`src/rtl/gpc_pkg.sv`:
```
package gpc_pkg;

    localparam int unsigned BUS_W  = 8;
    localparam int unsigned ADDR_W = 8;

    localparam logic [ADDR_W-1:0] OFS_VALUE = 8'h02;
    localparam logic [ADDR_W-1:0] OFS_DIR   = 8'h06;

    typedef enum logic [1:0] {
        SEL_NONE  = 2'd0,
        SEL_VALUE = 2'd1,
        SEL_DIR   = 2'd2
    } reg_sel_e;

endpackage

```
`src/rtl/gpc_decode.sv`:
```
module gpc_decode
    import gpc_pkg::*;
(
    input  logic [ADDR_W-1:0] addr,
    output reg_sel_e          sel
);

    always_comb begin
        if (addr == OFS_VALUE) begin
            sel = SEL_VALUE;
        end else if (addr == OFS_DIR) begin
            sel = SEL_DIR;
        end else begin
            sel = SEL_NONE;
        end
    end

endmodule

```
`src/rtl/gpc_sync.sv`:
```
module gpc_sync #(
    parameter int unsigned W = 6
) (
    input  logic         clk,
    input  logic         rst_n,
    input  logic [W-1:0] d,
    output logic [W-1:0] q
);

    logic [W-1:0] stage1_q;
    logic [W-1:0] stage2_q;

    always_ff @(posedge clk or negedge rst_n) begin
        if (!rst_n) begin
            stage1_q <= '0;
            stage2_q <= '0;
        end else begin
            stage1_q <= d;
            stage2_q <= stage1_q;
        end
    end

    assign q = stage2_q;

endmodule

```
`src/rtl/gpc_regs.sv`:
```
module gpc_regs
    import gpc_pkg::*;
#(
    parameter int unsigned PINS       = 6,
    parameter int unsigned CLK_EN_BIT = BUS_W - 1
) (
    input  logic             clk,
    input  logic             rst_n,
    input  logic             wr,
    input  reg_sel_e         sel,
    input  logic [BUS_W-1:0] wdata,
    output logic [PINS-1:0]  value_q,
    output logic [PINS-1:0]  dir_q,
    output logic             clkout_q
);

    logic wr_value;
    logic wr_dir;

    assign wr_value = wr && (sel == SEL_VALUE);
    assign wr_dir   = wr && (sel == SEL_DIR);

    // Value latches deliberately carry no reset.
    always_ff @(posedge clk) begin
        if (wr_value) begin
            value_q <= wdata[PINS-1:0];
        end
    end

    always_ff @(posedge clk or negedge rst_n) begin
        if (!rst_n) begin
            dir_q    <= '0;
            clkout_q <= 1'b0;
        end else if (wr_dir) begin
            dir_q    <= wdata[PINS-1:0];
            clkout_q <= wdata[CLK_EN_BIT];
        end
    end

endmodule

```
`src/rtl/gpc_pinmux.sv`:
```
module gpc_pinmux #(
    parameter int unsigned PINS    = 6,
    parameter int unsigned CLK_PIN = 2
) (
    input  logic [PINS-1:0] value_q,
    input  logic [PINS-1:0] dir_q,
    input  logic            clkout_q,
    input  logic            sysclk_i,
    output logic [PINS-1:0] pad_do,
    output logic [PINS-1:0] pad_oe,
    output logic [PINS-1:0] drive_eff
);

    for (genvar i = 0; i < PINS; i++) begin : g_pin
        if (i == CLK_PIN) begin : g_alt
            assign pad_oe[i]    = clkout_q | dir_q[i];
            assign pad_do[i]    = clkout_q ? sysclk_i : value_q[i];
            assign drive_eff[i] = clkout_q | dir_q[i];
        end else begin : g_plain
            assign pad_oe[i]    = dir_q[i];
            assign pad_do[i]    = value_q[i];
            assign drive_eff[i] = dir_q[i];
        end
    end

endmodule

```
`src/rtl/gpc_port.sv`:
```
module gpc_port
    import gpc_pkg::*;
#(
    parameter int unsigned PINS    = 6,
    parameter int unsigned CLK_PIN = 2
) (
    input  logic              clk,
    input  logic              rst_n,
    input  logic [ADDR_W-1:0] bus_addr,
    input  logic              bus_wr,
    input  logic [BUS_W-1:0]  bus_wdata,
    output logic [BUS_W-1:0]  bus_rdata,
    input  logic              sysclk_i,
    input  logic [PINS-1:0]   pad_di,
    output logic [PINS-1:0]   pad_do,
    output logic [PINS-1:0]   pad_oe
);

    localparam int unsigned CLK_EN_BIT = BUS_W - 1;

    reg_sel_e        sel;
    logic [PINS-1:0] value_q;
    logic [PINS-1:0] dir_q;
    logic            clkout_q;
    logic [PINS-1:0] pin_sync;
    logic [PINS-1:0] drive_eff;

    gpc_decode u_decode (
        .addr (bus_addr),
        .sel  (sel)
    );

    gpc_regs #(
        .PINS       (PINS),
        .CLK_EN_BIT (CLK_EN_BIT)
    ) u_regs (
        .clk      (clk),
        .rst_n    (rst_n),
        .wr       (bus_wr),
        .sel      (sel),
        .wdata    (bus_wdata),
        .value_q  (value_q),
        .dir_q    (dir_q),
        .clkout_q (clkout_q)
    );

    gpc_sync #(
        .W (PINS)
    ) u_sync (
        .clk   (clk),
        .rst_n (rst_n),
        .d     (pad_di),
        .q     (pin_sync)
    );

    gpc_pinmux #(
        .PINS    (PINS),
        .CLK_PIN (CLK_PIN)
    ) u_pinmux (
        .value_q   (value_q),
        .dir_q     (dir_q),
        .clkout_q  (clkout_q),
        .sysclk_i  (sysclk_i),
        .pad_do    (pad_do),
        .pad_oe    (pad_oe),
        .drive_eff (drive_eff)
    );

    always_comb begin
        bus_rdata = '0;
        unique case (sel)
            SEL_VALUE: begin
                bus_rdata[PINS-1:0] = (drive_eff & value_q) | (~drive_eff & pin_sync);
            end
            SEL_DIR: begin
                bus_rdata[PINS-1:0]   = dir_q;
                bus_rdata[CLK_EN_BIT] = clkout_q;
            end
            default: begin
                bus_rdata = '0;
            end
        endcase
    end

endmodule

```
`config.mk`:
```
export PLATFORM = sky130hd
export DESIGN_NAME = gpc_port
export DESIGN_NICKNAME = d
export VERILOG_FILES = /design/src/rtl/gpc_pkg.sv /design/src/rtl/gpc_decode.sv /design/src/rtl/gpc_sync.sv /design/src/rtl/gpc_regs.sv /design/src/rtl/gpc_pinmux.sv /design/src/rtl/gpc_port.sv
export SDC_FILE = /design/constraint.sdc
export NUM_CORES = 1
export LEC_CHECK = 0
export ABC_AREA = 0
export BUFFER_PORTS_ARGS = -buffer_cell sky130_fd_sc_hd__buf_2
export CORE_AREA = 2 2 54 56
export DETAILED_ROUTE_END_ITERATION = 10
export DIE_AREA = 0 0 56 58
export PLACE_DENSITY_LB_ADDON = 0.12
export SLEW_MARGIN = 20
export SYNTH_ARGS = -nofsm -noshare
export SYNTH_HDL_FRONTEND = slang
export SYNTH_SLANG_ARGS = --single-unit
export TNS_END_PERCENT = 30
```
`constraint.sdc`:
```
create_clock -name clk -period 4 [get_ports clk]
set_input_delay 0.6 -clock clk [delete_from_list [all_inputs] [get_ports clk]]
set_output_delay 0.6 -clock clk [all_outputs]
set_load 0.02 [all_outputs]
```
# After elaboration in Yosys (flattened, before gate mapping)
# Index checks and enable logic that the tools add are counted.
# W data, S select, Z words.
[classes]
eq_ne = 4
mux = 5
bitwise = 5
n_reduce_logical = 2
[ops]
columns = ["operator", "count"]
rows = [
  ["$and A6 B6 Y6", 2],
  ["$pmux W6 S2", 1],
  ["$eq A8 B2 Y1 const B", 1],
  ["$eq A8 B3 Y1 const B", 1],
  ["$not A6 Y6", 1],
  ["$or A6 B6 Y6", 1],
  ["$mux W2", 2],
  ["$eq A2 B1 Y1 const B", 1],
  ["$eq A2 B2 Y1 const B", 1],
  ["$logic_and A1 B1 Y1", 2],
  ["$mux W1", 2],
  ["$or A1 B1 Y1", 1],
]
[word_totals]
ff_bits = 25
in_bits = 26
out_inout_bits = 20
word_cells = 21

# Longest topological paths before layout
[logic_depth]
ltp_word = 5
depth_mapped = 4
depth_no_buf = 3

# Modules after synthesis
# Synthesis repeated with hierarchy kept, for this count alone.
[unflattened]
hier_cells = 78
hier_area_um2 = 1126.1
[modules_own_cells]
columns = ["module", "n_inst", "cells_each", "area_per_inst_um2", "seq_area_each_um2"]
rows = [
  ["gpc_regs", 1, 22, 464.2, 355.3],
  ["gpc_sync", 1, 12, 300.3, 300.3],
  ["gpc_port", 1, 21, 186.4, 0.0],
  ["gpc_pinmux", 1, 18, 141.4, 0.0],
  ["gpc_decode", 1, 5, 33.8, 0.0],
]

# Worst setup path after synthesis
# OpenSTA, ideal clock, no wires.
[synth_path]
kind = "input port to output port"
startpoint = "input bus_addr[5]"
endpoint = "output bus_rdata[2]"
t_arrival_ps = 2199
required_ps = 3400
slack_ps = 1201
cell_stages = 4
path_buffers = 1
path_cell_list = "or4_4 > or3_1 > buf_2 > a221oi_1"
[synth_via]
elab_chain_cells = 5
elab_cells_between_ends = 7
cone_classes = "eq/ne (4); mux (3)"
[synth_lines]
columns = ["element", "line_no", "source"]
rows = [
  ["from (decl)", "gpc_port.sv:9", "input logic [ADDR_W-1:0] bus_addr,"],
  ["$eq A8 B3 Y1", "gpc_decode.sv:11", "end else if (addr == OFS_DIR) begin"],
  ["$mux W2", "gpc_decode.sv:11", ""],
  ["$mux W2 (*)", "gpc_decode.sv:9", "if (addr == OFS_VALUE) begin"],
  ["$eq A2 B2 Y1 / $eq A2 B1 Y1 (equally long branches)", "gpc_port.sv:71", "unique case (sel)"],
  ["$pmux W6 S2 (*)", "gpc_port.sv:71", ""],
  ["to (decl)", "gpc_port.sv:12", "output logic [BUS_W-1:0] bus_rdata,"],
]
# Every way passes the cells marked *; elsewhere a longest branch is shown, timed or not.

# Final worst setup path
# Same ends and word-level chain as after synthesis.

==> flow_summary_export.csv <==
group,metric,value,unit
outcome,status,"completed",
final_layout,stdcell_area,1220,um^2
worst_setup_path,cp.arrival,2.23,ns
worst_setup_path,ff2ff_setup_slack,3.19,ns
sta,hold_viol,0,
route,avgRoutedWirePerCell,12.3,um
final_layout,diodes,0,
sta,finalMaxSlewViolations,0,
logic_synthesis,ys_seq_elements,25,
sta,slew_headroom,0.620,
route,viasPerCell,4.51,
sta,hold_slack,0.200,ns
sta,fin_crit,2.83,ns
grt,grt_pass1_wl,2860,um
worst_setup_path,slowest_stage,"or4_4",
clock_network,clk_pin_slew,0.13,ns
floorplan,die_area,3250,um^2
logic_synthesis,synth_cell_types,20,
final_layout,finalCoreUtilization,0.458,
worst_setup_path,reg2reg_depth,1,
logic_synthesis,syn_nets,106,
worst_setup_path,cpPeakStageDelay,0.55,ns
worst_setup_path,crit_buf_inv,2,
logic_synthesis,ys.flop_type,"dfrtp_1",
sta,timing.final.crit_share,0.708,
route,vias,659,
clock_network,clockRootBuffer,"clkbuf_4",
sta,worstMarginPinSlew,0.566,ns
worst_setup_path,required,3.40,ns
worst_setup_path,crit_start,"bus_addr[5]",
worst_setup_path,rr_endpoint,"u_regs.clkout_q",
floorplan,ios,46,
logic_synthesis,ys_warn_count,0,
route,routed_wl,1800,um
clock_network,clock_latency,0.31,ns
final_layout,final-instance-count-excl-fill,146,
grt,antenna_found_initial,0,
route,drtIter0Drc,16,
worst_setup_path,critPathMaxFanout,8,
placement,port_buffers,43,
logic_synthesis,synthTopCellsByCount,"19 x dfrtp_1, 11 x buf_4, 8 x mux2_2, 7 x nand2_1, 7 x nor2_1",
clock_network,cts_tree,"done",
floorplan,coreArea,2660,um^2
route,drc,0,
worst_setup_path,critPathCaptureType,"output port",
grt,grt_max_degree,20,
floorplan,die_height,58,um
worst_setup_path,endpoint,"bus_rdata[2]",
logic_synthesis,avgSynthCellArea,12.8,um^2
placement,placed_area,1190,um^2
logic_synthesis,synthTopCellsByArea,"dfrtp_1 47%, edfxtp_1 18%, mux2_2 8.8%",
sta,grt_setup_unrepaired,"no",
logic_synthesis,async_flop_share,0.760,
logic_synthesis,synth-edff-count,6,
final_layout,drive_gt1_frac,0.513,
sta,fmax,353,MHz
worst_setup_path,path_class,"primary input to output port",
worst_setup_path,path_depth,5,
floorplan,start_util,0.384,
clock_network,post_cts_buffers,0,
clock_network,htreeDepth,1,
flow_run,drv_cap,0,
logic_synthesis,synthesis.area,1020,um^2
sta,fin_skew,0.000260,ns
route,antenna_left,0,
power_and_ir_drop,power_density,346,nW/um^2
placement,placed_cells,142,
grt,grt-ovfl-total,0,
clock_network,cts_resized,0,
clock_network,clock_sinks,25,
logic_synthesis,ys_seq_area_frac,0.641,
floorplan,dieWidth,56,um
clock_network,numCtsBuffers,3,
sta,setup_violations,0,
route,first_pass_iters,4,
placement,gp_congestion,0.670,
floorplan,row_count,19,
power_and_ir_drop,peakVddDrop,0.239,mV
worst_setup_path,cp_common_cell,"buf_2",
logic_synthesis,yosysMostFrequentCell,"dfrtp_1",
logic_synthesis,synth_top_cell_by_area,"dfrtp_1",
worst_setup_path,crit_chain,"buf_2 > or4_4 > or3_1 > a221oi_1 > buf_2",
sta,tns,0,ns
min_path,hold_class,"primary input to async pin",
worst_setup_path,timing.rr.start,"u_regs.clkout_q",
worst_setup_path,path_delay_family,"simple AND/OR/NAND/NOR gates",
logic_synthesis,synthCells,80,
final_layout,area_growth,19.3,%
grt,grt_pass1_vias,621,
placement,dpl.hpwl,1330,um
power_and_ir_drop,p_leak,0.599,nW
logic_synthesis,yosys.area.top_type_share,0.465,
final_layout,nNetsFinal,142,
clock_network,cts_buffer_depth,2,
worst_setup_path,startpoint_type,"primary input",
clock_network,holdBufCountCts,0,
grt,grt_usage,0.116,
## cells in the final DEF (no fill, tap or decap)
cell / count
a21oi_1: 5
buf_4: 1
buf_2: 43
nor2_1: 7
inv_1: 1
o21bai_1: 1
nand2_1: 7
clkinv_2: 1
clkbuf_4: 3
a221oi_1: 1
o21ai_0: 5
or4_4: 1
nand2b_1: 1
or3_1: 1
or2_2: 1
conb_1: 1
edfxtp_1: 6
nor4_4: 1
dfrtp_1: 19
mux2_2: 8
nor3b_1: 1
## layer usage
layer / GRT usage / part of all wire / wire length (um) / vias up
li1: - / - / - / 330
met3: 0.0290 / 0.087 / 156 / 2
met1: 0.152 / 0.44 / 787 / 296
met2: 0.188 / 0.47 / 842 / 31
met4: 0.0408 / 0.0078 / 14 / 0
met5: 0 / 0 / 0 / -
## logic make-up after synthesis
| group | Yosys count | synth area share |
|---|---|---|
| compound gates | 12 | 0.0649 |
| mux | 8 | 0.0881 |
| simple gates | 20 | 0.109 |
| flops | 25 | 0.641 |
| other cells | 1 | 0.00367 |
| buf+inv | 14 | 0.0930 |
## sequential cells by signal, indices dropped and copies added (netlist names)
name,flops
u_regs.dir_q,6
u_regs.value_q,6
u_sync.q,6
u_sync.stage1_q,6
u_regs.clkout_q,1
## through the flow
stage          power, mW  setup slack, ns
5_1_grt            0.448             1.12
3_3_place_gp       0.319             1.17
2_1_floorplan      0.302             1.20
6_report           0.422             1.17
4_1_cts            0.430             1.16
3_5_place_dp       0.320             1.16
## area by class of cell
| type | instances | area (um^2) |
|---|---|---|
| tap | 31 | 38.8 |
| inverter | 1 | 3.75 |
| clock buffer | 3 | 22.5 |
| clock inverter | 1 | 5.00 |
| multi-input combinational | 41 | 272 |
| sequential | 25 | 656 |
| timing repair buffer | 44 | 223 |
| fill | 269 | 1440 |
## worst min path at each step
| stage | startpoint | endpoint | slack (ns) | depth (start not counted) |
|---|---|---|---|---|
| 2_1_floorplan | rst_n | u_regs.clkout_q | 0.30 | 0 |
| 3_3_place_gp | u_sync.stage1_q[4] | u_sync.q[4] | 0.33 | 0 |
| 3_5_place_dp | u_sync.stage1_q[2] | u_sync.q[2] | 0.34 | 0 |
| 4_1_cts | rst_n | u_sync.stage1_q[3] | 0.21 | 1 |
| 5_1_grt | rst_n | u_sync.stage1_q[3] | 0.21 | 1 |
| 6_report | rst_n | u_regs.dir_q[3] | 0.20 | 1 |
## where the power goes
group	internal [mW]	switching [mW]	total [mW]
Clock	0.0373	0.0710	0.108
Combinational	0.0174	0.0212	0.0386
Sequential	0.271	0.00460	0.275
Total	0.325	0.0968	0.422
(Power assumes the default switching activity.)
